## config.mk

```make
export PLATFORM = sky130hd
export DESIGN_NAME = usb_ep_decoder
export DESIGN_NICKNAME = d
export VERILOG_FILES = /design/src/rtl/usb_epdec_pkg.sv /design/src/rtl/usb_epdec_addr_cmp.sv /design/src/rtl/usb_epdec_slot_match.sv /design/src/rtl/usb_epdec_prio.sv /design/src/rtl/usb_ep_decoder.sv
export SDC_FILE = /design/constraint.sdc
export NUM_CORES = 1
export LEC_CHECK = 0
export ABC_AREA = 1
export BUFFER_PORTS_ARGS = -buffer_cell sky130_fd_sc_hd__buf_4
export CORE_UTILIZATION = 40
export CTS_CLUSTER_SIZE = 40
export DETAILED_ROUTE_END_ITERATION = 12
export PLACE_DENSITY = 0.95
export SYNTH_ARGS = -nofsm -noshare
export SYNTH_HDL_FRONTEND = slang
export SYNTH_SLANG_ARGS = --single-unit
```

## constraint.sdc

```tcl
create_clock -name clk -period 1.09 [get_ports clk]
set_input_delay 0.218 -clock clk [delete_from_list [all_inputs] [get_ports clk]]
set_output_delay 0.218 -clock clk [all_outputs]
set_load 0.02 [all_outputs]
```

## src/rtl/usb_epdec_pkg.sv

```systemverilog
package usb_epdec_pkg;

  // Token direction as seen by the decoder
  typedef enum logic {
    DIR_RX = 1'b0,   // OUT or SETUP
    DIR_TX = 1'b1    // IN
  } tok_dir_e;

  // Slot 0 serves both directions, odd slots transmit, even slots receive
  function automatic bit slot_serves(input int idx, input tok_dir_e dir);
    if (idx == 0) return 1'b1;
    if (dir == DIR_TX) return (idx % 2) == 1;
    return (idx % 2) == 0;
  endfunction

endpackage

```

## src/rtl/usb_epdec_addr_cmp.sv

```systemverilog
module usb_epdec_addr_cmp #(
  parameter int ADDR_W = 7
) (
  input  logic [ADDR_W-1:0] tok_addr,
  input  logic [ADDR_W-1:0] func_addr,
  input  logic              func_addr_en,
  output logic              addr_hit
);

  always_comb begin
    addr_hit = func_addr_en && (tok_addr == func_addr);
  end

endmodule

```

## src/rtl/usb_epdec_slot_match.sv

```systemverilog
module usb_epdec_slot_match
  import usb_epdec_pkg::*;
#(
  parameter int IDX   = 0,
  parameter int EPN_W = 4
) (
  input  logic             en,
  input  logic [EPN_W-1:0] epn,
  input  logic             iso,
  input  logic             full,
  input  logic             empty,
  input  logic [EPN_W-1:0] tok_epn,
  input  tok_dir_e         tok_dir,
  output logic             elig
);

  localparam bit SERVES_TX = slot_serves(IDX, DIR_TX);
  localparam bit SERVES_RX = slot_serves(IDX, DIR_RX);

  logic dir_ok;
  logic busy;

  always_comb begin
    dir_ok = (tok_dir == DIR_TX) ? SERVES_TX : SERVES_RX;
    // an isochronous slot that cannot move data steps aside
    busy   = iso && ((tok_dir == DIR_TX) ? empty : full);
    elig   = en && dir_ok && (epn == tok_epn) && !busy;
  end

endmodule

```

## src/rtl/usb_epdec_prio.sv

```systemverilog
module usb_epdec_prio #(
  parameter int N     = 7,
  parameter int IDX_W = 3
) (
  input  logic [N-1:0]     req,
  output logic             found,
  output logic [IDX_W-1:0] idx
);

  always_comb begin
    found = |req;
    idx   = '0;
    for (int i = N - 1; i >= 0; i--) begin
      if (req[i]) idx = IDX_W'(i);
    end
  end

endmodule

```

## src/rtl/usb_ep_decoder.sv

```systemverilog
module usb_ep_decoder
  import usb_epdec_pkg::*;
#(
  parameter int ADDR_W  = 7,
  parameter int EPN_W   = 4,
  parameter int N_SLOTS = 7,
  localparam int IDX_W  = $clog2(N_SLOTS)
) (
  input  logic                     clk,
  input  logic                     rst_n,
  input  logic                     tok_valid,
  input  logic                     tok_is_in,
  input  logic [ADDR_W-1:0]        tok_addr,
  input  logic [EPN_W-1:0]         tok_epn,
  input  logic [ADDR_W-1:0]        func_addr,
  input  logic                     func_addr_en,
  input  logic [N_SLOTS-1:0]       slot_en,
  input  logic [N_SLOTS*EPN_W-1:0] slot_epn,
  input  logic [N_SLOTS-1:0]       slot_iso,
  input  logic [N_SLOTS-1:0]       slot_full,
  input  logic [N_SLOTS-1:0]       slot_empty,
  output logic                     dec_valid,
  output logic                     dec_hit,
  output logic [IDX_W-1:0]         dec_slot
);

  tok_dir_e           dir;
  logic               addr_hit;
  logic [N_SLOTS-1:0] elig;
  logic               any_elig;
  logic [IDX_W-1:0]   win_idx;
  logic               take;

  assign dir = tok_is_in ? DIR_TX : DIR_RX;

  usb_epdec_addr_cmp #(.ADDR_W(ADDR_W)) u_addr (
    .tok_addr     (tok_addr),
    .func_addr    (func_addr),
    .func_addr_en (func_addr_en),
    .addr_hit     (addr_hit)
  );

  // all slots compared side by side
  for (genvar g = 0; g < N_SLOTS; g++) begin : g_slot
    usb_epdec_slot_match #(.IDX(g), .EPN_W(EPN_W)) u_match (
      .en      (slot_en[g]),
      .epn     (slot_epn[g*EPN_W +: EPN_W]),
      .iso     (slot_iso[g]),
      .full    (slot_full[g]),
      .empty   (slot_empty[g]),
      .tok_epn (tok_epn),
      .tok_dir (dir),
      .elig    (elig[g])
    );
  end

  usb_epdec_prio #(.N(N_SLOTS), .IDX_W(IDX_W)) u_prio (
    .req   (elig),
    .found (any_elig),
    .idx   (win_idx)
  );

  assign take = addr_hit && any_elig;

  always_ff @(posedge clk or negedge rst_n) begin
    if (!rst_n) begin
      dec_valid <= 1'b0;
      dec_hit   <= 1'b0;
      dec_slot  <= '0;
    end else begin
      dec_valid <= tok_valid;
      if (tok_valid) begin
        dec_hit  <= take;
        dec_slot <= take ? win_idx : '0;
      end
    end
  end

endmodule

```

==> impl_metrics.json <==
{
  "status": "finished with violations",
  "violations": "design-rule violations",
  "io_buffers": 77,
  "routed_wl_um": 3220,
  "wl_per_cell_um": 10.1,
  "drv_slew": 0,
  "ctsRootBufferMaster": "clkbuf_4",
  "antenna-diode-count": 0,
  "synth.largest_area_cell": "nand2_1",
  "synthToLayoutAreaGrowth_pct": 89.0,
  "leakage_uw": 0.00110,
  "grt_pass1_wl_um": 4730,
  "grt_pass1_vias": 1283,
  "insertion_delay_ps": 240,
  "yosysMostFrequentCell": "nand2_1",
  "ir_drop_mv": 0.427,
  "fin_ws_ps": 77.6,
  "ys_warn_count": 0,
  "core_area_um2": 2190,
  "path_class": "input port to register",
  "cp_cell_sequence": "buf_6 -> buf_4 -> nand2_1 -> nand2_1 -> nor2_1 -> nand3_1 -> nand2_4 -> inv_2 -> a21oi_2 -> nand3_1 -> nand2_1",
  "synthMuxAreaShare_pct": 0,
  "syn_nets": 277,
  "setup_viol": 0,
  "grt_usage_pct": 24.0,
  "ios": 84,
  "synth-simple-area-share_pct": 58.8,
  "cap_violations": 0,
  "synth-edff-count": 0,
  "cpLargestDelayFamily": "simple AND/OR/NAND/NOR gates",
  "min_period_ps": 1010,
  "vias": 1481,
  "dieArea_um2": 2500,
  "antenna_found_initial": 0,
  "ys_ff_latch": 5,
  "core.rowCount": 17,
  "synth_fa_ha_area_share_pct": 0,
  "cts_max_level": 1,
  "hold_violations": 0,
  "synth.distinct_cells": 17,
  "syn_area_per_cell_um2": 4.66,
  "finish.instance_area_um2": 1740,
  "cts.clk_slew.worst_paths_ps": 40,
  "synthTopCellsByArea": "nand2_1, inv_1, dfrtp_1",
  "dpl-instance-area_um2": 1620,
  "start_util_pct": 42.1,
  "cts_buffer_depth": 2,
  "synthXorXnorAreaFrac_pct": 4.75,
  "synthArstFlopShare_pct": 100,
  "nets": 371,
  "arrival_ps": 1190,
  "cts_buffers": 3,
  "drtPass1Iterations": 8,
  "slowest_delay_ps": 130,
  "period_share_pct": 92.9,
  "synth-seq-area-share_pct": 13.6,
  "fmax_ghz": 0.988,
  "synth_compound_area_share_pct": 6.65,
  "synth.top_cell.area_share_pct": 40.7,
  "layout-drive-gt1-share_pct": 39.5,
  "cp-end-kind": "register",
  "tritoncts": "built",
  "crit_path_start_kind": "input port",
  "gp_congestion": 0.816,
  "slew_headroom_pct": 84.4,
  "die_y_um": 50.0,
  "worst_ep_required_time_ps": 1270,
  "synthTopCellsByCount": "nand2_1, inv_1, nor2_1, nand3_1",
  "drc": 2,
  "vias_per_cell": 4.64,
  "skew_ps": 0,
  "worstPathMaxFanout": 6,
  "ys.flop_type": "dfrtp_1",
  "postRouteAntennaNets": 0,
  "worst_pin_slew_ps": 233,
  "path_common_cell": "nand2_1",
  "cts.sinks": 5,
  "gr-total-overflow": 0,
  "dpl.hpwl_um": 2520,
  "crit_buf_inv": 3,
  "hp-class": "input port to register",
  "fillers": 160,
  "power-per-cell-area_nw_per_um2": 525,
  "syn_area_um2": 922,
  "crit_slowest_cell": "buf_4",
  "synth_top_family_by_area": "simple AND/OR/NAND/NOR gates",
  "preCtsSetupSlack_ps": -217,
  "initialDrtViolationCount": 42,
  "grt_max_degree": 10,
  "fp.dieW_um": 50.0,
  "syn_inst": 198
}
-- final timing paths --
check                                          endpoint  cells past startpoint               startpoint  slack [ps]
worst max-delay path            dec_slot[1]$_DFFE_PN0P_                     11               tok_epn[2]          80
worst min register to register  dec_slot[1]$_DFFE_PN0P_                      2  dec_slot[1]$_DFFE_PN0P_         470
worst min-delay path                dec_valid$_DFF_PN0_                      2                tok_valid         210
min in group asynchronous           dec_hit$_DFFE_PN0P_                      2                    rst_n         320
worst max register to register  dec_slot[2]$_DFFE_PN0P_                      2  dec_slot[2]$_DFFE_PN0P_         480
max in group asynchronous       dec_slot[2]$_DFFE_PN0P_                      2                    rst_n         660
-- state kept, by name (all words and copies together), names as in the netlist --
name	flops
dec_slot	3
dec_hit	1
dec_valid	1
-- cell usage in the layout (no fill, tap or decap), types with 3 or more instances in the layout --
cell type	n
clkbuf_4	3
buf_4	83
o21ai_1	5
nand2_1	93
nor2_1	18
inv_1	32
nand2_2	7
dfrtp_1	5
nor2_2	4
a21oi_1	3
buf_6	5
nand3_1	8
xnor2_1	5
-- per-layer routing --
metal	part of all wire, %	global-route usage [%]	vias to the layer above
met2	51	45.1	65
met3	6.9	2.16	8
met4	2.2	4.29	0
met5	0	0	-
met1	40	29.0	631
li1	-	-	777
-- metrics by stage --
stage / utilization (%) / setup TNS [ps] / hold WS, ps / total power [uW] / cells
finish: 79.6 / 0 / 212 / 914 / 319
floorplan: - / 0 / -77.6 / 383 / 198
CTS: 75.6 / 0 / 185 / 879 / 319
global route: 79.6 / -39.3 / 201 / 989 / 319
global placement: 74.0 / -674 / 19.4 / 653 / 314
detailed placement: 74.0 / -772 / 21.0 / 664 / 314
-- area by class of cell --
type	count	area, um2	area share [%]
Timing Repair Buffer	90	704	40.4
Sequential cell	5	125	7.18
Inverter	38	158	9.05
Tap cell	28	35.0	2.01
Multi-Input combinational cell	154	694	39.8
Clock buffer	4	26.3	1.51
-- cells by family after synthesis --
group           count (synthesis)
xor+xnor                        5
compound gates                 12
buf+inv                        39
simple gates                  137
flops                           5
-- power by group --
group / internal, uW / total, uW / switching (uW)
combinational: 291 / 520 / 229
sequential: 188 / 189 / 0.495
clock: 138 / 206 / 67.9
-- worst reg2reg max path, stage by stage (launching register included) --
cell     delay (ps)
dfrtp_1         370
nand2_1          70
o21ai_1          50
-- timing repair --
action / CTS / global route
setup buffers: 0 / 0
setup endpoints to repair: 0 / 4
hold endpoints to repair: 5 / 0
hold buffers: 1 / 0
gates resized for setup: 0 / 30
Power figures use the tool's default switching activity.
